--- config.mk ---
export PLATFORM = sky130hd
export DESIGN_NAME = bignum_ctl
export DESIGN_NICKNAME = d
export VERILOG_FILES = /design/src/rtl/bnc_pkg.sv /design/src/rtl/bnc_opdec.sv /design/src/rtl/bnc_vecbank.sv /design/src/rtl/bnc_fsm.sv /design/src/rtl/bignum_ctl.sv
export SDC_FILE = /design/constraint.sdc
export NUM_CORES = 1
export LEC_CHECK = 0
export ABC_CLOCK_PERIOD_IN_PS = 2620
export BUFFER_PORTS_ARGS = -buffer_cell sky130_fd_sc_hd__buf_2
export CAP_MARGIN = 10
export CORE_ASPECT_RATIO = 2
export CORE_UTILIZATION = 56
export CTS_CLUSTER_SIZE = 16
export DETAILED_ROUTE_END_ITERATION = 8
export GPL_ROUTABILITY_DRIVEN = 0
export HOLD_SLACK_MARGIN = 0.15
export MAX_ROUTING_LAYER = met4
export PLACE_DENSITY_LB_ADDON = 0.12
export SYNTH_ARGS = -nofsm -noshare
export SYNTH_HDL_FRONTEND = slang
export SYNTH_SLANG_ARGS = --single-unit
--- constraint.sdc ---
create_clock -name clk -period 2.62 [get_ports clk]
set_input_delay 0.131 -clock clk [delete_from_list [all_inputs] [get_ports clk]]
set_output_delay 0.131 -clock clk [all_outputs]
set_load 0.01 [all_outputs]
--- src/rtl/bnc_pkg.sv ---
`timescale 1ns/1ps
package bnc_pkg;
  localparam int OPW  = 12;
  localparam int SELW = 3;
  localparam int CMPW = 3;
  localparam int RESW = 16;

  localparam int BIT_RUN   = 15;
  localparam int BIT_STALL = 24;
  localparam int SEL_LO    = 12;

  // operation bits that count toward the one-hot rule (bit 2 reserved, bit 3 modifier)
  localparam logic [OPW-1:0] OP_MASK    = 12'hFF3;
  // bits that are stored (bit 2 reserved)
  localparam logic [OPW-1:0] STORE_MASK = 12'hFFB;

  localparam int RA_FUNC   = 0;
  localparam int RA_SHIFT  = 1;
  localparam int RA_STATUS = 2;
  localparam int RA_PTR0   = 4;
  localparam int RA_LEN0   = 8;
  localparam int RA_CMP    = 12;
  localparam int RA_MSW    = 13;
  localparam int RA_DIVMSW = 14;

  typedef enum logic [2:0] {
    ST_BOOT  = 3'd0,
    ST_IDLE  = 3'd1,
    ST_BASIC = 3'd2,
    ST_SEQ   = 3'd3,
    ST_HOLD  = 3'd4
  } state_e;

  typedef struct packed {
    logic [CMPW-1:0] cmp;
    logic [RESW-1:0] msw;
    logic [RESW-1:0] divmsw;
  } result_t;
endpackage

--- src/rtl/bnc_opdec.sv ---
`timescale 1ns/1ps
module bnc_opdec
  import bnc_pkg::*;
(
  input  logic [OPW-1:0]  op_bits,
  input  logic [SELW-1:0] sel,
  output logic            legal,
  output logic            is_seq
);
  localparam int CW = $clog2(OPW + 1);

  logic [CW-1:0] ones;

  always_comb begin
    ones = '0;
    for (int i = 0; i < OPW; i++) begin
      if (OP_MASK[i] && op_bits[i]) ones = ones + CW'(1);
    end
  end

  assign is_seq = (sel != '0);
  assign legal  = is_seq ? (ones == '0) : (ones == CW'(1));
endmodule

--- src/rtl/bnc_vecbank.sv ---
`timescale 1ns/1ps
module bnc_vecbank #(
  parameter int N = 4,
  parameter int W = 11
) (
  input  logic                clk,
  input  logic                rst_n,
  input  logic [N-1:0]        wr,
  input  logic [W-1:0]        wdata,
  input  logic                load,
  output logic [N-1:0][W-1:0] shadow,
  output logic [N-1:0][W-1:0] active
);
  for (genvar g = 0; g < N; g++) begin : g_ent
    always_ff @(posedge clk or negedge rst_n) begin
      if (!rst_n) begin
        shadow[g] <= '0;
      end else if (wr[g]) begin
        shadow[g] <= wdata;
      end
    end

    always_ff @(posedge clk or negedge rst_n) begin
      if (!rst_n) begin
        active[g] <= '0;
      end else if (load) begin
        active[g] <= shadow[g];
      end
    end
  end


  active_hold_chk: assert property (@(posedge clk) disable iff (!rst_n)
    !load |=> $stable(active));
endmodule

--- src/rtl/bnc_fsm.sv ---
`timescale 1ns/1ps
module bnc_fsm
  import bnc_pkg::*;
(
  input  logic    clk,
  input  logic    rst_n,
  input  logic    boot_clr,
  input  logic    start_req,
  input  logic    start_legal,
  input  logic    start_seq,
  input  logic    stall,
  input  logic    done,
  input  result_t dp_res,
  output state_e  state,
  output logic    run,
  output logic    load,
  output logic    start_pulse,
  output logic    err,
  output result_t pub
);
  result_t pend;

  assign run  = (state != ST_IDLE);
  assign load = (state == ST_IDLE) && start_req && start_legal;

  always_ff @(posedge clk or negedge rst_n) begin
    if (!rst_n) begin
      state       <= ST_BOOT;
      start_pulse <= 1'b0;
      err         <= 1'b0;
      pub         <= '0;
      pend        <= '0;
    end else begin
      start_pulse <= 1'b0;
      case (state)
        ST_BOOT: if (boot_clr) state <= ST_IDLE;
        ST_IDLE: begin
          if (start_req) begin
            if (start_legal) begin
              state       <= start_seq ? ST_SEQ : ST_BASIC;
              start_pulse <= 1'b1;
              err         <= 1'b0;
            end else begin
              err <= 1'b1;
            end
          end
        end
        ST_BASIC: begin
          if (done) begin
            if (stall) begin
              pend  <= dp_res;
              state <= ST_HOLD;
            end else begin
              pub   <= dp_res;
              state <= ST_IDLE;
            end
          end
        end
        ST_SEQ: begin
          if (done) begin
            pub   <= dp_res;
            state <= ST_IDLE;
          end
        end
        ST_HOLD: begin
          if (!stall) begin
            pub   <= pend;
            state <= ST_IDLE;
          end
        end
        default: state <= ST_IDLE;
      endcase
    end
  end


  start_once_chk: assert property (@(posedge clk) disable iff (!rst_n)
    start_pulse |=> !start_pulse);


  start_idle_chk: assert property (@(posedge clk) disable iff (!rst_n)
    start_pulse |-> ($past(state) == ST_IDLE));


  bad_start_chk: assert property (@(posedge clk) disable iff (!rst_n)
    (state == ST_IDLE && start_req && !start_legal) |=> (state == ST_IDLE && err));


  done_pub_chk: assert property (@(posedge clk) disable iff (!rst_n)
    (state == ST_BASIC && done && !stall) |=> (state == ST_IDLE && pub == $past(dp_res)));


  hold_keep_chk: assert property (@(posedge clk) disable iff (!rst_n)
    (state == ST_HOLD && stall) |=> (state == ST_HOLD && $stable(pub)));


  seq_done_chk: assert property (@(posedge clk) disable iff (!rst_n)
    (state == ST_SEQ && done) |=> (state == ST_IDLE));
endmodule

--- src/rtl/bignum_ctl.sv ---
`timescale 1ns/1ps
module bignum_ctl
  import bnc_pkg::*;
#(
  parameter int DW   = 32,
  parameter int RAW  = 4,
  parameter int AW   = 11,
  parameter int LW   = 9,
  parameter int SHW  = 5,
  parameter int NPTR = 4,
  parameter int NLEN = 2
) (
  input  logic            clk,
  input  logic            rst_n,
  input  logic [RAW-1:0]  reg_addr,
  input  logic            reg_wr,
  input  logic [DW-1:0]   reg_wdata,
  output logic [DW-1:0]   reg_rdata,
  input  logic            boot_clr,
  output logic            dp_start,
  output logic [11:0]     dp_basic_op,
  output logic [2:0]      dp_seq_op,
  output logic [AW-1:0]   dp_ptr_a,
  output logic [AW-1:0]   dp_ptr_b,
  output logic [AW-1:0]   dp_ptr_c,
  output logic [AW-1:0]   dp_ptr_d,
  output logic [LW-1:0]   dp_len_a,
  output logic [LW-1:0]   dp_len_b,
  output logic [SHW-1:0]  dp_shift,
  input  logic            dp_done,
  input  logic [2:0]      dp_cmp,
  input  logic [15:0]     dp_msw,
  input  logic [15:0]     dp_divmsw,
  output logic            irq
);
  state_e    state;
  logic      run, load, err;
  result_t   pub, dp_res;
  logic      wr_func, wr_shift, start_req, legal, is_seq, basic_lock;
  logic [NPTR-1:0]         ptr_wr;
  logic [NLEN-1:0]         len_wr;
  logic [NPTR-1:0][AW-1:0] ptr_sh, ptr_act;
  logic [NLEN-1:0][LW-1:0] len_sh, len_act;
  logic [OPW-1:0]          fn_op_q, op_act_q;
  logic [SELW-1:0]         fn_sel_q, sel_act_q;
  logic                    stall_q;
  logic [SHW-1:0]          shift_q;
  logic                    unused_wbits;

  assign unused_wbits = ^{reg_wdata[DW-1:BIT_STALL+1], reg_wdata[BIT_STALL-1:BIT_RUN+1]};

  assign wr_func    = reg_wr && (reg_addr == RAW'(RA_FUNC));
  assign wr_shift   = reg_wr && (reg_addr == RAW'(RA_SHIFT));
  assign start_req  = wr_func && reg_wdata[BIT_RUN];
  assign basic_lock = (state == ST_BASIC) || (state == ST_HOLD);

  for (genvar g = 0; g < NPTR; g++) begin : g_pwr
    assign ptr_wr[g] = reg_wr && (reg_addr == RAW'(RA_PTR0 + g));
  end
  for (genvar g = 0; g < NLEN; g++) begin : g_lwr
    assign len_wr[g] = reg_wr && (reg_addr == RAW'(RA_LEN0 + g));
  end

  bnc_opdec u_dec (
    .op_bits (reg_wdata[OPW-1:0]),
    .sel     (reg_wdata[SEL_LO+SELW-1:SEL_LO]),
    .legal   (legal),
    .is_seq  (is_seq)
  );

  bnc_vecbank #(.N(NPTR), .W(AW)) u_ptrs (
    .clk(clk), .rst_n(rst_n), .wr(ptr_wr), .wdata(reg_wdata[AW-1:0]),
    .load(load), .shadow(ptr_sh), .active(ptr_act)
  );

  bnc_vecbank #(.N(NLEN), .W(LW)) u_lens (
    .clk(clk), .rst_n(rst_n), .wr(len_wr), .wdata(reg_wdata[LW-1:0]),
    .load(load), .shadow(len_sh), .active(len_act)
  );

  assign dp_res.cmp    = dp_cmp;
  assign dp_res.msw    = dp_msw;
  assign dp_res.divmsw = dp_divmsw;

  bnc_fsm u_fsm (
    .clk(clk), .rst_n(rst_n), .boot_clr(boot_clr),
    .start_req(start_req), .start_legal(legal), .start_seq(is_seq),
    .stall(stall_q), .done(dp_done), .dp_res(dp_res),
    .state(state), .run(run), .load(load), .start_pulse(dp_start),
    .err(err), .pub(pub)
  );

  // function word, shift amount and latched operation
  always_ff @(posedge clk or negedge rst_n) begin
    if (!rst_n) begin
      fn_op_q   <= '0;
      fn_sel_q  <= '0;
      stall_q   <= 1'b0;
      shift_q   <= '0;
      op_act_q  <= '0;
      sel_act_q <= '0;
    end else begin
      if (wr_func) begin
        if (!basic_lock) fn_op_q <= reg_wdata[OPW-1:0] & STORE_MASK;
        fn_sel_q <= reg_wdata[SEL_LO+SELW-1:SEL_LO];
        stall_q  <= reg_wdata[BIT_STALL];
      end
      if (wr_shift && !basic_lock) shift_q <= reg_wdata[SHW-1:0];
      if (load) begin
        op_act_q  <= reg_wdata[OPW-1:0] & STORE_MASK;
        sel_act_q <= reg_wdata[SEL_LO+SELW-1:SEL_LO];
      end
    end
  end

  assign dp_basic_op = op_act_q;
  assign dp_seq_op   = sel_act_q;
  assign dp_ptr_a    = ptr_act[0];
  assign dp_ptr_b    = ptr_act[1];
  assign dp_ptr_c    = ptr_act[2];
  assign dp_ptr_d    = ptr_act[3];
  assign dp_len_a    = len_act[0];
  assign dp_len_b    = len_act[1];
  assign dp_shift    = shift_q;
  assign irq         = ~run;

  // zero-wait read mux
  always_comb begin
    reg_rdata = '0;
    if (reg_addr == RAW'(RA_FUNC)) begin
      reg_rdata[OPW-1:0]              = fn_op_q;
      reg_rdata[SEL_LO+SELW-1:SEL_LO] = fn_sel_q;
      reg_rdata[BIT_RUN]              = run;
      reg_rdata[BIT_STALL]            = stall_q;
    end
    if (reg_addr == RAW'(RA_SHIFT))  reg_rdata = DW'(shift_q);
    if (reg_addr == RAW'(RA_STATUS)) reg_rdata = DW'(err);
    for (int i = 0; i < NPTR; i++) begin
      if (reg_addr == RAW'(RA_PTR0 + i)) reg_rdata = DW'(ptr_sh[i]);
    end
    for (int i = 0; i < NLEN; i++) begin
      if (reg_addr == RAW'(RA_LEN0 + i)) reg_rdata = DW'(len_sh[i]);
    end
    if (reg_addr == RAW'(RA_CMP))    reg_rdata = DW'(pub.cmp);
    if (reg_addr == RAW'(RA_MSW))    reg_rdata = DW'(pub.msw);
    if (reg_addr == RAW'(RA_DIVMSW)) reg_rdata = DW'(pub.divmsw);
  end


  shift_lock_chk: assert property (@(posedge clk) disable iff (!rst_n)
    (basic_lock && wr_shift) |=> $stable(shift_q));


  func_lock_chk: assert property (@(posedge clk) disable iff (!rst_n)
    (basic_lock && wr_func) |=> $stable(fn_op_q));


  op_latch_chk: assert property (@(posedge clk) disable iff (!rst_n)
    dp_start |-> (dp_basic_op == $past(reg_wdata[OPW-1:0] & STORE_MASK)));
endmodule

# == Word-level counts from Yosys, hierarchy flattened ==
# Cells that the tools add are included.
# totals
register_bits,233
in_bits,76
output_inout_bits,116
elab_cells,128
# op_classes
eq_ne,24
muxes,42
bitwise_logic,2
n_reduce_logical,24
add_sub_neg,9
# ops
op,count
$mux W32,10
$mux W35,4
$pmux W35 S3,1
$add A4 B1 Y4 const B,9
$mux W4,9
$mux W25,1
$mux W3,7
$eq A4 B4 Y1 const B,5
$eq A4 B3 Y1 const B,4
$mux W16,1
$pmux W3 S5,1
$logic_and A1 B1 Y1,12
$ne A2 B2 Y1 const B,5
$eq A4 B1 Y1 const B,2
$logic_not A4 Y1,2
$mux W1,8
$eq A3 B2 Y1 const B,2
$reduce_and A6 Y1,1
$reduce_bool A3 Y1,2
$reduce_and A5 Y1,1
$eq A4 B2 Y1 const B,1
$ne A2 B1 Y1 const B,2
$reduce_and A2 Y1,2
$eq A3 B1 Y1 const B,1
7 further kinds,8

# == Logic depth before layout (Yosys ltp) ==
# Gate-level depths: netlist (run 1).
# logic_depth
ltp_word,24
ltp_mapped,28
depth_no_buf,26

# == By module ==
# Synthesis (run 1) repeated with hierarchy kept, for this count alone.
# hier_totals
hier_cells,878
area_unflattened_um2,11448.5
# by_module_without_submodules
module,cells_each,area_each_um2,seq_area_each_um2,n_inst
bnc_vecbank at u_ptrs,185,3454.6,2202.1,1
bnc_fsm,259,3225.6,1876.8,1
bignum_ctl,270,2635.0,850.8,1
bnc_vecbank at u_lens,76,1385.1,900.9,1
bnc_opdec,88,748.2,0.0,1

# == Worst setup path after synthesis (run 1) ==
# OpenSTA, ideal clock, no wires.
# synth_path
kind,in2reg
from,in reg_wdata[0]
to,reg op_act_q[0] (netlist: dp_basic_op[0])
stages,28
n_path_buf,2
arrival_time_ns,5.414
required_ns,2.495
setup_time_ns,0.125
slack_ns,-2.918
cell_sequence,inv_1 -> ha_1 -> xor2_1 -> ha_1 -> a21o_1 -> ha_1 -> mux2_2 -> ha_1 -> nand2_1 -> o21ai_0 -> a211o_1 -> ha_1 -> nor2_1 -> nor2_1 -> ha_1 -> nand2_1 -> o31ai_1 -> ha_1 -> nand2_1 -> xnor3_1 -> xnor3_1 -> nand4_1 -> o32ai_1 -> xnor2_1 -> nor3_2 -> buf_4 -> buf_6 -> mux2_2
# synth_via
elab_chain_cells,22
word_cells_on_any_way,23
# synth_rtl
element,line,rtl
"start, declared",bignum_ctl.sv:17,"input logic [DW-1:0] reg_wdata,"
$mux W1,bnc_opdec.sv:17,if (OP_MASK[i] && op_bits[i]) ones = ones + CW'(1);
$add A4 B1 Y4,bnc_opdec.sv:17,
$mux W4,bnc_opdec.sv:17,
$add A4 B1 Y4,bnc_opdec.sv:17,
$mux W4,bnc_opdec.sv:17,
$add A4 B1 Y4,bnc_opdec.sv:17,
$mux W4,bnc_opdec.sv:17,
$add A4 B1 Y4,bnc_opdec.sv:17,
[6 not listed],-,
$mux W4,bnc_opdec.sv:17,
$add A4 B1 Y4,bnc_opdec.sv:17,
$mux W4,bnc_opdec.sv:17,
$add A4 B1 Y4,bnc_opdec.sv:17,
$mux W4,bnc_opdec.sv:17,
$eq A4 B1 Y1 / $logic_not A4 Y1 (equally long branches),bnc_opdec.sv:22,assign legal = is_seq ? (ones == '0) : (ones == CW'(1));
$mux W1,bnc_opdec.sv:22,
$logic_and A1 B1 Y1,bnc_fsm.sv:24,assign load = (state == ST_IDLE) && start_req && start_legal;
"end signal, assigned",bignum_ctl.sv:110,op_act_q <= reg_wdata[OPW-1:0] & STORE_MASK;
"end, declared",bignum_ctl.sv:44,"logic [OPW-1:0] fn_op_q, op_act_q;"
# Parallel ways exist; a longest one is shown, timed or not.
# A chain may end at the register's enable or synchronous reset.

# == Worst setup path after layout (run 1) ==
# layout_path
from,in reg_wdata[1]
to,reg op_act_q[8] (netlist: dp_basic_op[8])
# layout_via
elab_chain_cells,20
word_cells_on_any_way,21
# layout_rtl
element,line
$mux W4 *,bnc_opdec.sv:17
$add A4 B1 Y4,bnc_opdec.sv:17
$mux W4 *,bnc_opdec.sv:17
$add A4 B1 Y4,bnc_opdec.sv:17
$mux W4 *,bnc_opdec.sv:17
$add A4 B1 Y4,bnc_opdec.sv:17
$mux W4 *,bnc_opdec.sv:17
$add A4 B1 Y4,bnc_opdec.sv:17
[4 not listed],-
$mux W4 *,bnc_opdec.sv:17
$add A4 B1 Y4,bnc_opdec.sv:17
$mux W4 *,bnc_opdec.sv:17
$add A4 B1 Y4,bnc_opdec.sv:17
$mux W4 *,bnc_opdec.sv:17
$eq A4 B1 Y1 / $logic_not A4 Y1 (equally long branches),bnc_opdec.sv:22
$mux W1 *,bnc_opdec.sv:22
$logic_and A1 B1 Y1 *,bnc_fsm.sv:24
# Mark *: on every way between the ends. The rest lies on a longest branch, timed or not.

==> flow_metrics.env, run 1 <==
export IMPL_status="complete, but fails checks"
export IMPL_failed_checks="negative setup slack"
export IMPL_grt_start_max_net_pins=74
export IMPL_cp_data_required_time_ps=3010
export IMPL_cts_num_sinks=233
export IMPL_fin_ws_ps=-2363
export IMPL_layout_cells_non_filler=1459
export IMPL_avgSynthCellArea_sq_um=12.01
export IMPL_grt_pass1_vias=8413
export IMPL_timing_max_cap_violations=0
export IMPL_final_number_of_setup_violating_endpoints=80
export IMPL_wire_length_of_the_first_global_routing_pass_um=45640
export IMPL_worst_r2r_setup_slack_ps=360
export IMPL_yosys_warnings=0
export IMPL_crit_top_cell="sky130_fd_sc_hd__ha_4"
export IMPL_synth_top_cell_area_share=0.5354
export IMPL_detailed_place_area_sq_um=12460
export IMPL_cts_made_buffers=21
export IMPL_post_synthesis_instance_total=907
export IMPL_clk_path_buf_depth=3
export IMPL_finalMaxSlewViolations=0
export IMPL_routedWlPerCell_um=20.18
export IMPL_summed_negative_setup_slack_over_all_endpoints_ps=-184120
export IMPL_fmax_mhz=200.7
export IMPL_layout_core_utilization=0.7653
export IMPL_yosysSeqAreaShare=0.5354
export IMPL_final_hold_viol_count=0
export IMPL_drt_pre_antenna_iters=7
export IMPL_design_core_area_sq_um=18920
export IMPL_vdd_ir_drop_max_mv=0.6549
export IMPL_fraction_of_registers_with_async_set_or_reset_after_synthesis=1.000
export IMPL_cts_htree_levels=1
export IMPL_std_cell_rows=71
export IMPL_place_inst=1334
export IMPL_most_common_library_cells_after_synthesis="sky130_fd_sc_hd__dfrtp_1 (233), sky130_fd_sc_hd__mux2_2 (179), sky130_fd_sc_hd__nor2_1 (67)"
export IMPL_drt_iter0_drc=448
export IMPL_synth_cell_types=52
export IMPL_fp_dieW_um=100.6
export IMPL_worst_setup_path_startpoint="reg_wdata[1]"
export IMPL_critical_path_sink="dp_basic_op[8]$_DFFE_PN0P_"
export IMPL_hp_class="in2reg"
export IMPL_avgViaCountPerCell=5.644
export IMPL_worst_endpoint_arrival_ps=5370
export IMPL_postLayoutCellArea_sq_um=14480
export IMPL_r2r_end="dp_basic_op[8]$_DFFE_PN0P_"
export IMPL_critPathLaunchType="primary input"
export IMPL_root_buffer_selected_by_cts="sky130_fd_sc_hd__clkbuf_16"
export IMPL_number_of_remaining_drc_errors=0
export IMPL_syn2layout_area_growth_pct=32.97
export IMPL_path_max_fanout=8
export IMPL_numPortBuffers=160
export IMPL_grt_overflow_total=0
export IMPL_worst_setup_path_type="in2reg"
export IMPL_initial_utilization=0.5755
export IMPL_library_cell_with_the_highest_instance_count_after_synthesis="sky130_fd_sc_hd__dfrtp_1"
export IMPL_ant_nets=0
export IMPL_finClkSkew_ps=13.90
export IMPL_antenna_violations_before_repair=1
export IMPL_max_slew_margin=0.5632
export IMPL_synth_enable_flop_cells=0
export IMPL_period_minus_slack_ps=4983
export IMPL_clk_transition_reported_paths_ps=70
export IMPL_synth_main_ff_cell="sky130_fd_sc_hd__dfrtp_1"
export IMPL_drive_gt1_frac=0.4206
export IMPL_num_vias=8235
export IMPL_timing_hold_ws_ps=183.8
export IMPL_clock_latency_ps=510
export IMPL_grtUsageTotal=0.3093
export IMPL_synth_seq_cells=233
export IMPL_cell_count_of_the_worst_reg_to_reg_path=7
export IMPL_die_area_sq_um=20040
export IMPL_grt_setup_unrepaired="yes"
export IMPL_power_per_cell_area_nw_per_um2=795.7
export IMPL_critical_path_max_stage_delay_ps=330
export IMPL_design_portCount=192
export IMPL_hpwl_um=19330
export IMPL_r2r_start="u_fsm.state[0]$_DFFE_PN0P_"
export IMPL_endpoint_kind="register"
export IMPL_tritoncts="built"
export IMPL_ys_top_cells_by_area="sky130_fd_sc_hd__dfrtp_1 (54%), sky130_fd_sc_hd__mux2_2 (19%), sky130_fd_sc_hd__mux2i_1 (4.7%)"
export IMPL_cp_slowest_cell="sky130_fd_sc_hd__mux2_2"
export IMPL_total_leakage_power_nw=7.016
export IMPL_netlist_top_cell_by_area="sky130_fd_sc_hd__dfrtp_1"
export IMPL_total_standard_cell_area_after_synthesis_sq_um=10890
export IMPL_final_min_period_over_clock_period=1.902
export IMPL_drt_wl_total_um=29450
export IMPL_dieHeight_um=199.2
export IMPL_tightestPinTransition_ps=653.9
export IMPL_layout_nets=1273
[critical path: cells and delay by family]
family / cells / cell delay, ps
AND/OR/NAND/NOR: 6 / 610
XOR/XNOR: 4 / 830
AO/OA/AOI/OAI: 5 / 740
multiplexers: 2 / 610
adder cells (fa/ha/maj): 7 / 1710
buffers and inverters: 6 / 750
[sequential cells by signal, summed over array words and instances (netlist names)]
| register | count |
|---|---|
| dp_shift | 5 |
| stall_q | 1 |
| u_fsm.err | 1 |
| u_fsm.pend | 35 |
| fn_sel_q | 3 |
| u_fsm.start_pulse | 1 |
| u_lens.active | 18 |
| u_fsm.state | 3 |
| u_lens.shadow | 18 |
| u_ptrs.shadow | 44 |
| u_fsm.pub | 35 |
| dp_basic_op | 11 |
| dp_seq_op | 3 |
| fn_op_q | 11 |
| u_ptrs.active | 44 |
[routing by layer]
| metal | vias to the layer above | GRT usage | share of wire |
|---|---|---|---|
| li1 | 3767 | - | - |
| met1 | 4133 | 0.3550 | 0.37 |
| met2 | 246 | 0.5332 | 0.54 |
| met3 | 89 | 0.04057 | 0.041 |
| met4 | 0 | 0.1444 | 0.043 |
| met5 | - | - | 0 |
[power breakdown]
group / switching (mW) / internal (mW) / total, mW
sequential: 0.590 / 4.45 / 5.04
clock: 1.36 / 1.90 / 3.26
combinational: 1.49 / 1.74 / 3.23
[metrics by stage]
| stage | setup WS [ps] | power [mW] |
|---|---|---|
| after floorplan | -2569 | 6.594 |
| after global placement | -2765 | 7.673 |
| after detailed placement | -2889 | 7.779 |
| after CTS | -2247 | 11.32 |
| after global routing | -2552 | 12.10 |
| final | -2363 | 11.52 |
[worst min-delay path by stage]
stage	start	to	slack (ps)	depth (start not counted)
after global routing	reg_wdata[4]	u_lens.shadow[13]$_DFFE_PN0P_	200	4
final	reg_wdata[4]	u_lens.shadow[13]$_DFFE_PN0P_	180	4
after floorplan	rst_n	dp_basic_op[0]$_DFFE_PN0P_	-160	0
after global placement	rst_n	u_fsm.start_pulse$_DFF_PN0_	130	1
after detailed placement	rst_n	u_fsm.start_pulse$_DFF_PN0_	120	1
after CTS	reg_wdata[4]	u_lens.shadow[13]$_DFFE_PN0P_	170	4
[repair_timing]
action,4_1_cts,5_1_grt
hold buffers,62,0
endpoints found under the hold margin,295,0
pin swaps,7,2
endpoints found under the setup margin,80,80
setup buffers,11,9
gates resized for setup,38,45
cloned,4,2
[placed cells by master, fill, tap and decap left out, types with 4 or more instances in the layout]
cell type,Yosys,final
sky130_fd_sc_hd__a21oi_1,56,55
sky130_fd_sc_hd__a221oi_1,6,6
sky130_fd_sc_hd__a222oi_1,5,5
sky130_fd_sc_hd__a22oi_1,10,10
sky130_fd_sc_hd__buf_12,0,9
sky130_fd_sc_hd__buf_16,0,5
sky130_fd_sc_hd__buf_2,6,157
sky130_fd_sc_hd__buf_4,17,74
sky130_fd_sc_hd__buf_6,2,5
sky130_fd_sc_hd__clkbuf_16,0,23
sky130_fd_sc_hd__clkbuf_8,0,4
sky130_fd_sc_hd__clkinvlp_4,0,5
sky130_fd_sc_hd__conb_1,1,16
sky130_fd_sc_hd__dfrtp_1,233,233
sky130_fd_sc_hd__dlygate4sd3_1,0,62
sky130_fd_sc_hd__ha_4,0,5
sky130_fd_sc_hd__inv_1,20,18
sky130_fd_sc_hd__mux2_2,179,132
sky130_fd_sc_hd__mux2_4,0,48
sky130_fd_sc_hd__mux2i_1,51,51
sky130_fd_sc_hd__nand2_1,55,51
sky130_fd_sc_hd__nand2_2,0,4
sky130_fd_sc_hd__nand2b_1,10,9
sky130_fd_sc_hd__nand3_1,7,6
sky130_fd_sc_hd__nand4_1,4,4
sky130_fd_sc_hd__nor2_1,67,63
sky130_fd_sc_hd__nor2b_1,8,8
sky130_fd_sc_hd__nor3_1,7,6
sky130_fd_sc_hd__o21ai_0,34,32
sky130_fd_sc_hd__o221ai_1,5,5
sky130_fd_sc_hd__o22ai_1,9,8
sky130_fd_sc_hd__xnor2_1,9,8
sky130_fd_sc_hd__xnor3_1,5,5
sky130_fd_sc_hd__xor2_1,6,4
[cells by family after synthesis]
group                    Yosys count  synth area share
AO/OA/AOI/OAI                    146           0.08215
XOR/XNOR                          21           0.02470
adder cells (fa/ha/maj)            9           0.01034
buffers and inverters             94           0.04033
flip-flops                       233            0.5354
multiplexers                     233            0.2371
other                              1         0.0003443
AND/OR/NAND/NOR                  170           0.06962
[final cells by class]
cell class	count	area, sq um
tap	255	319.1
multi-input combinational	595	5099
sequential	233	5831
fill	1268	4441
clock buffer	28	591.8
timing repair buffer	316	2416
inverter	21	86.33
antenna	1	2.502
clock inverter	10	136.4
Power figures use the tool's default switching activity.
==> run 2: changes to the inputs <==
--- a/config.mk
+++ b/config.mk
@@ -15,7 +15,7 @@
 export GPL_ROUTABILITY_DRIVEN = 0
 export HOLD_SLACK_MARGIN = 0.15
 export MAX_ROUTING_LAYER = met4
-export PLACE_DENSITY_LB_ADDON = 0.12
+export PLACE_DENSITY = 0.8
 export SYNTH_ARGS = -nofsm -noshare
 export SYNTH_HDL_FRONTEND = slang
 export SYNTH_SLANG_ARGS = --single-unit
==> run 2 against run 1 <==
  * The run still ends with negative setup slack left
  * Final cell count decreased by 0.55%
  * Clock power decreased by 5%
  * First-iteration DRC count increased by 26%
  * Flip-flop and latch count unchanged
  * Clock skew increased by 19 ps
  * Non-clock buffer count decreased by 5
  * Sequential power increased by 1%
  * Wire length increased by 8.0%
  * Worst hold slack got worse by 18 ps
  * Critical path type unchanged
  * Largest cell class unchanged
  * Largest power group unchanged
==> flow_metrics.env, run 2 (synthesis results as in run 1) <==
export IMPL_syn2layout_area_growth_pct=31.89
export IMPL_cp_data_required_time_ps=3020
export IMPL_hp_class="in2async"
export IMPL_regs_by_ff_count="u_ptrs.active x44, u_ptrs.shadow x44"
export IMPL_num_vias=8506
export IMPL_design_core_area_sq_um=18920
export IMPL_root_buffer_selected_by_cts="sky130_fd_sc_hd__clkbuf_16"
export IMPL_clk_path_buf_depth=3
export IMPL_std_cell_rows=71
export IMPL_cp_slowest_cell="sky130_fd_sc_hd__xor3_2"
export IMPL_number_of_remaining_drc_errors=0
export IMPL_drive_gt1_frac=0.4129
export IMPL_grt_pass1_vias=8843
export IMPL_failed_checks="negative setup slack"
export IMPL_tightestPinTransition_ps=661.7
export IMPL_cts_htree_levels=1
export IMPL_timing_max_cap_violations=0
export IMPL_grt_overflow_total=0
export IMPL_critPathLaunchType="primary input"
export IMPL_critical_path_max_stage_delay_ps=460
export IMPL_worst_r2r_setup_slack_ps=220
export IMPL_fp_dieW_um=100.6
export IMPL_clk_transition_reported_paths_ps=70
export IMPL_path_max_fanout=6
export IMPL_period_minus_slack_ps=5129
export IMPL_grtUsageTotal=0.3287
export IMPL_summed_negative_setup_slack_over_all_endpoints_ps=-194460
export IMPL_regArea_sq_um=5831
export IMPL_pre_cts_ws_ps=-2981
export IMPL_clock_latency_ps=520
export IMPL_fmax_mhz=195.0
export IMPL_finalMaxSlewViolations=0
export IMPL_drt_pre_antenna_iters=8
export IMPL_dieHeight_um=199.2
export IMPL_status="complete, but fails checks"
export IMPL_final_hold_viol_count=0
export IMPL_drt_wl_total_um=31800
export IMPL_final_fill_count=1141
export IMPL_initial_utilization=0.5755
export IMPL_place_inst=1329
export IMPL_layout_cells_most_common="sky130_fd_sc_hd__dfrtp_1"
export IMPL_layout_cells_non_filler=1451
export IMPL_wire_length_of_the_first_global_routing_pass_um=48320
export IMPL_avgViaCountPerCell=5.862
export IMPL_numPortBuffers=160
export IMPL_tritoncts="built"
export IMPL_hpwl_um=19830
export IMPL_timing_hold_ws_ps=165.5
export IMPL_r2r_start="u_fsm.state[0]$_DFFE_PN0P_"
export IMPL_cell_count_of_the_worst_reg_to_reg_path=7
export IMPL_multi_input_comb_area_sq_um=5094
export IMPL_cts_num_sinks=233
export IMPL_endpoint_kind="register"
export IMPL_routedWlPerCell_um=21.91
export IMPL_crit_top_cell="sky130_fd_sc_hd__ha_4"
export IMPL_die_area_sq_um=20040
export IMPL_cts_made_buffers=21
export IMPL_design_portCount=192
export IMPL_vdd_ir_drop_max_mv=0.6790
export IMPL_final_min_period_over_clock_period=1.958
export IMPL_final_number_of_setup_violating_endpoints=80
export IMPL_finClkSkew_ps=33.17
export IMPL_antenna_violations_before_repair=2
export IMPL_grt_start_max_net_pins=74
export IMPL_r2r_end="u_lens.active[11]$_DFFE_PN0P_"
export IMPL_total_leakage_power_nw=6.963
export IMPL_max_slew_margin=0.5589
export IMPL_worst_setup_path_type="in2reg"
export IMPL_worst_endpoint_arrival_ps=5530
export IMPL_power_per_cell_area_nw_per_um2=796.9
export IMPL_ant_nets=0
export IMPL_grt_setup_unrepaired="yes"
export IMPL_layout_cells_most_common_list="sky130_fd_sc_hd__dfrtp_1 (233), sky130_fd_sc_hd__buf_2 (157), sky130_fd_sc_hd__mux2_2 (134), sky130_fd_sc_hd__buf_4 (73), sky130_fd_sc_hd__dlygate4sd3_1 (64)"
export IMPL_drt_iter0_drc=565
export IMPL_fin_ws_ps=-2509
export IMPL_layout_nets=1268
-- run 2: cell count changes in the layout (fill, tap and decap cells not counted), sizes merged --
cell         previous run  this run
buf                   252       245
clkinvlp                5         3
dlygate4sd3            62        64
bufinv                  3         2
clkinv                  3         2
diode                   1         2
-- run 2: routing by layer --
layer / up-vias / share of wire / track usage
met1: 4216 / 0.34 / 0.3549
met2: 404 / 0.53 / 0.5568
li1: 3741 / - / -
met4: 0 / 0.072 / 0.2136
met3: 145 / 0.057 / 0.05072
met5: - / 0 / -
-- run 2: worst max-delay path by stage --
stage	depth (start not counted)	slack [ps]	from	endpoint
final	29	-2510	reg_wdata[0]	u_lens.active[11]$_DFFE_PN0P_
after floorplan	28	-2570	reg_wdata[1]	dp_basic_op[0]$_DFFE_PN0P_
after CTS	30	-2410	reg_wdata[0]	u_lens.active[17]$_DFFE_PN0P_
after detailed placement	28	-2980	reg_wdata[1]	dp_basic_op[0]$_DFFE_PN0P_
after global routing	29	-2620	reg_wdata[0]	u_lens.active[11]$_DFFE_PN0P_
after global placement	28	-2770	reg_wdata[1]	u_ptrs.active[39]$_DFFE_PN0P_
-- run 2: area by class of cell --
class	instances	area share
diodes	2	0.0003484
clock buffers	28	0.04051
flip-flops and latches	233	0.4059
inverters	21	0.006010
repair buffers	311	0.1644
clock inverters	6	0.006010
multi-input cells	595	0.3546
well taps	255	0.02221
-- run 2: critical path, delay by kind of cell --
kind,cells,cell delay [ps]
mux,2,620
buf+inv,7,920
fa+ha+maj,6,1510
compound gates,4,560
simple gates,6,630
xor+xnor,4,1150
-- run 2: power by group --
group	switching, mW	total, mW	internal, mW
combinational	1.54	3.23	1.70
sequential	0.648	5.10	4.45
clock	1.36	3.11	1.75
-- run 2: what timing repair did --
item,CTS,global route
hold buffers,64,0
gates resized for setup,55,21
pin swaps,11,10
setup buffers,13,3
hold endpoints to repair,336,0
cloned,5,2
setup endpoints to repair,80,80
-- run 2: through the flow --
stage	instance area, sq um	utilization	total power [mW]
3_5_place_dp	12400	0.6554	7.813
6_report	14360	0.7591	11.45
5_1_grt	14360	0.7591	11.96
4_1_cts	14170	0.7487	11.17
3_3_place_gp	12400	0.6554	7.667
2_1_floorplan	11070	-	6.594
==> run 3: changes to the inputs <==
--- a/config.mk
+++ b/config.mk
@@ -8,14 +8,15 @@
 export ABC_CLOCK_PERIOD_IN_PS = 2620
 export BUFFER_PORTS_ARGS = -buffer_cell sky130_fd_sc_hd__buf_2
 export CAP_MARGIN = 10
-export CORE_ASPECT_RATIO = 2
-export CORE_UTILIZATION = 56
+export CORE_ASPECT_RATIO = 0.7
+export CORE_UTILIZATION = 57
 export CTS_CLUSTER_SIZE = 16
 export DETAILED_ROUTE_END_ITERATION = 8
 export GPL_ROUTABILITY_DRIVEN = 0
 export HOLD_SLACK_MARGIN = 0.15
 export MAX_ROUTING_LAYER = met4
-export PLACE_DENSITY = 0.8
+export PLACE_DENSITY = 0.81
 export SYNTH_ARGS = -nofsm -noshare
 export SYNTH_HDL_FRONTEND = slang
+export SYNTH_HIERARCHICAL = 1
 export SYNTH_SLANG_ARGS = --single-unit
==> run 3 against run 2 <==
  * The run still ends with negative setup slack left
  * Via count about the same
  * Final cell count down 1.1%
  * Synthesized area up 5.1%
  * Critical path depth up 5
  * Clock-buffer cell count up 3
  * Highest routed layer unchanged
==> flow_metrics.env, run 3 <==
export IMPL_library_cell_with_the_highest_instance_count_after_synthesis="sky130_fd_sc_hd__dfrtp_1"
export IMPL_synth_main_ff_cell="sky130_fd_sc_hd__dfrtp_1"
export IMPL_std_cell_rows=42
export IMPL_path_max_fanout=7
export IMPL_yosys_warnings=6
export IMPL_hp_class="in2reg"
export IMPL_worst_r2r_setup_slack_ps=490
export IMPL_initial_utilization=0.5936
export IMPL_cell_count_of_the_worst_reg_to_reg_path=8
export IMPL_worst_endpoint_arrival_ps=5720
export IMPL_avgSynthCellArea_sq_um=13.04
export IMPL_pre_cts_ws_ps=-3413
export IMPL_layout_nets=1240
export IMPL_synth_enable_flop_cells=0
export IMPL_avgViaCountPerCell=5.925
export IMPL_synth_top_cell_area_share=0.5093
export IMPL_r2r_end="u_ptrs/active[33]$_DFFE_PN0P_"
export IMPL_summed_negative_setup_slack_over_all_endpoints_ps=-208680
export IMPL_ant_nets=0
export IMPL_grt_overflow_total=0
export IMPL_r2r_start="u_fsm/state[1]$_DFFE_PN0P_"
export IMPL_netSwitchingFraction=0.3042
export IMPL_endpoint_kind="register"
export IMPL_cp_slowest_cell="sky130_fd_sc_hd__or3_4"
export IMPL_critical_path_max_stage_delay_ps=350
export IMPL_drt_wl_total_um=32110
export IMPL_timing_max_cap_violations=0
export IMPL_root_buffer_selected_by_cts="sky130_fd_sc_hd__clkbuf_16"
export IMPL_hp_start="reg_wdata[6]"
export IMPL_ys_top_cells_by_area="sky130_fd_sc_hd__dfrtp_1 (51%), sky130_fd_sc_hd__mux2_2 (13%), sky130_fd_sc_hd__mux2_4 (7.9%)"
export IMPL_fin_ws_ps=-2709
export IMPL_grt_pass1_vias=8492
export IMPL_netlist_top_cell_by_area="sky130_fd_sc_hd__dfrtp_1"
export IMPL_finClkSkew_ps=10.15
export IMPL_clk_path_buf_depth=3
export IMPL_tightestPinTransition_ps=821.2
export IMPL_hold_path_depth=3
export IMPL_final_min_period_over_clock_period=2.034
export IMPL_cts_made_buffers=23
export IMPL_total_standard_cell_area_after_synthesis_sq_um=11450
export IMPL_cts_htree_levels=1
export IMPL_antenna_violations_before_repair=1
export IMPL_regs_by_ff_count="u_ptrs/active x44, u_ptrs/shadow x44"
export IMPL_cts_num_sinks=233
export IMPL_synth_cell_types=70
export IMPL_cp_data_required_time_ps=3010
export IMPL_seqPwrFrac=0.434
export IMPL_p_sw_mw=3.505
export IMPL_routedWlPerCell_um=22.38
export IMPL_worst_setup_path_type="in2reg"
export IMPL_num_vias=8502
export IMPL_drt_pre_antenna_iters=6
export IMPL_design_core_area_sq_um=19290
export IMPL_post_synthesis_instance_total=878
export IMPL_design_portCount=192
export IMPL_drt_iter0_drc=962
export IMPL_grt_start_max_net_pins=90
export IMPL_max_slew_margin=0.4480
export IMPL_period_minus_slack_ps=5329
export IMPL_status="complete, but fails checks"
export IMPL_die_area_sq_um=20660
export IMPL_vdd_ir_drop_max_mv=0.4953
export IMPL_total_power_mw=11.52
export IMPL_final_number_of_setup_violating_endpoints=80
export IMPL_fraction_of_registers_with_async_set_or_reset_after_synthesis=1.000
export IMPL_fmax_mhz=187.7
export IMPL_numPortBuffers=160
export IMPL_failed_checks="negative setup slack"
export IMPL_cellInternalPower_mw=8.019
export IMPL_crit_top_cell="sky130_fd_sc_hd__ha_4"
export IMPL_layout_cells_most_common_list="sky130_fd_sc_hd__dfrtp_1 (233), sky130_fd_sc_hd__buf_2 (157), sky130_fd_sc_hd__mux2_2 (127), sky130_fd_sc_hd__mux2_4 (70), sky130_fd_sc_hd__nor2_1 (62)"
export IMPL_layout_cells_most_common="sky130_fd_sc_hd__dfrtp_1"
export IMPL_drive_gt1_frac=0.4564
export IMPL_power_share_clock=0.304
export IMPL_most_common_library_cells_after_synthesis="sky130_fd_sc_hd__dfrtp_1 (233), sky130_fd_sc_hd__mux2_2 (137), sky130_fd_sc_hd__nor2_1 (64)"
export IMPL_hpwl_um=20330
export IMPL_fp_dieW_um=171.4
export IMPL_clk_transition_reported_paths_ps=70
export IMPL_wire_length_of_the_first_global_routing_pass_um=48600
export IMPL_yosysSeqAreaShare=0.5093
export IMPL_finalMaxSlewViolations=0
export IMPL_clock_latency_ps=510
export IMPL_total_leakage_power_nw=7.141
export IMPL_grtUsageTotal=0.3222
export IMPL_hold_path_sink="u_ptrs/shadow[6]$_DFFE_PN0P_"
export IMPL_power_per_cell_area_nw_per_um2=782.7
export IMPL_number_of_remaining_drc_errors=0
export IMPL_power_combinational_fraction=0.262
export IMPL_synth_seq_cells=233
export IMPL_syn2layout_area_growth_pct=28.60
export IMPL_critPathLaunchType="primary input"
export IMPL_grt_setup_unrepaired="yes"
export IMPL_final_hold_viol_count=0
export IMPL_tritoncts="built"
export IMPL_dieHeight_um=120.6
export IMPL_place_inst=1320
export IMPL_layout_cells_non_filler=1435
[run 3: worst max-delay path, delay by kind of cell]
family          cells  cell delay (ps)
mux                 3              870
simple gates        9             1290
xor+xnor            4              620
compound gates      3              220
buf+inv             8              880
fa+ha+maj           7             1680
[run 3: final cells by class]
class	instances	area [sq um]
sequential	233	5831
clock buffer	31	645.6
multi-input combinational	572	5374
clock inverter	9	150.1
inverter	24	102.6
antenna	1	2.502
timing repair buffer	301	2287
fill	1158	4563
tap	264	330.3
[run 3: how the worst max path moves through the flow]
stage	from	end	cells past startpoint
floorplan	reg_wdata[0]	u_ptrs/active[0]$_DFFE_PN0P_	29
finish	reg_wdata[0]	u_ptrs/active[33]$_DFFE_PN0P_	34
global placement	reg_wdata[0]	dp_basic_op[1]$_DFFE_PN0P_	30
CTS	reg_wdata[0]	u_ptrs/active[33]$_DFFE_PN0P_	32
detailed placement	reg_wdata[0]	dp_basic_op[0]$_DFFE_PN0P_	30
global route	reg_wdata[0]	u_ptrs/active[36]$_DFFE_PN0P_	34
[run 3: power groups by stage]
| stage | clock [mW] | combinational, mW | sequential [mW] |
|---|---|---|---|
| global placement | 0 | 2.45 | 4.98 |
| CTS | 3.51 | 2.81 | 4.95 |
| detailed placement | 0 | 2.57 | 5.00 |
| finish | 3.50 | 3.02 | 5.00 |
| floorplan | 0 | 1.62 | 4.86 |
| global route | 3.68 | 3.25 | 5.06 |
[run 3: kinds of logic after synthesis]
kind of cell / Yosys count / share of synthesized area
xor gates and xnor gates: 23 / 0.02601
AOI/OAI and AO/OA: 121 / 0.07191
and+or+nand+nor: 156 / 0.07082
adders and majority gates: 9 / 0.009836
DFF: 233 / 0.5093
other: 1 / 0.0003276
muxes: 247 / 0.2607
buffers and inverters: 88 / 0.05115
[run 3: layer usage]
layer  vias up  track usage  share of wire
met5         -            -              0
met4         0       0.1038          0.029
met3        63      0.05303          0.069
met2       399       0.4804           0.46
met1      4350       0.4533           0.44
li1       3690            -              -
[run 3: what timing repair did]
action	CTS	global route
buffers inserted	11	4
pin swaps	11	10
setup endpoints to repair	80	80
hold buffers	56	0
cloned	4	0
endpoints found under the hold margin	268	0
gates resized for setup	32	20
[run 3: through the flow]
| step | area [sq um] | utilization | hold WS (ps) |
|---|---|---|---|
| final | 14720 | 0.7634 | 182.0 |
| after global routing | 14720 | 0.7634 | 197.8 |
| after CTS | 14590 | 0.7567 | 168.8 |
| after detailed placement | 12900 | 0.6689 | 196.3 |
| after global placement | 12900 | 0.6689 | 190.8 |
| after floorplan | 11650 | - | -164.6 |
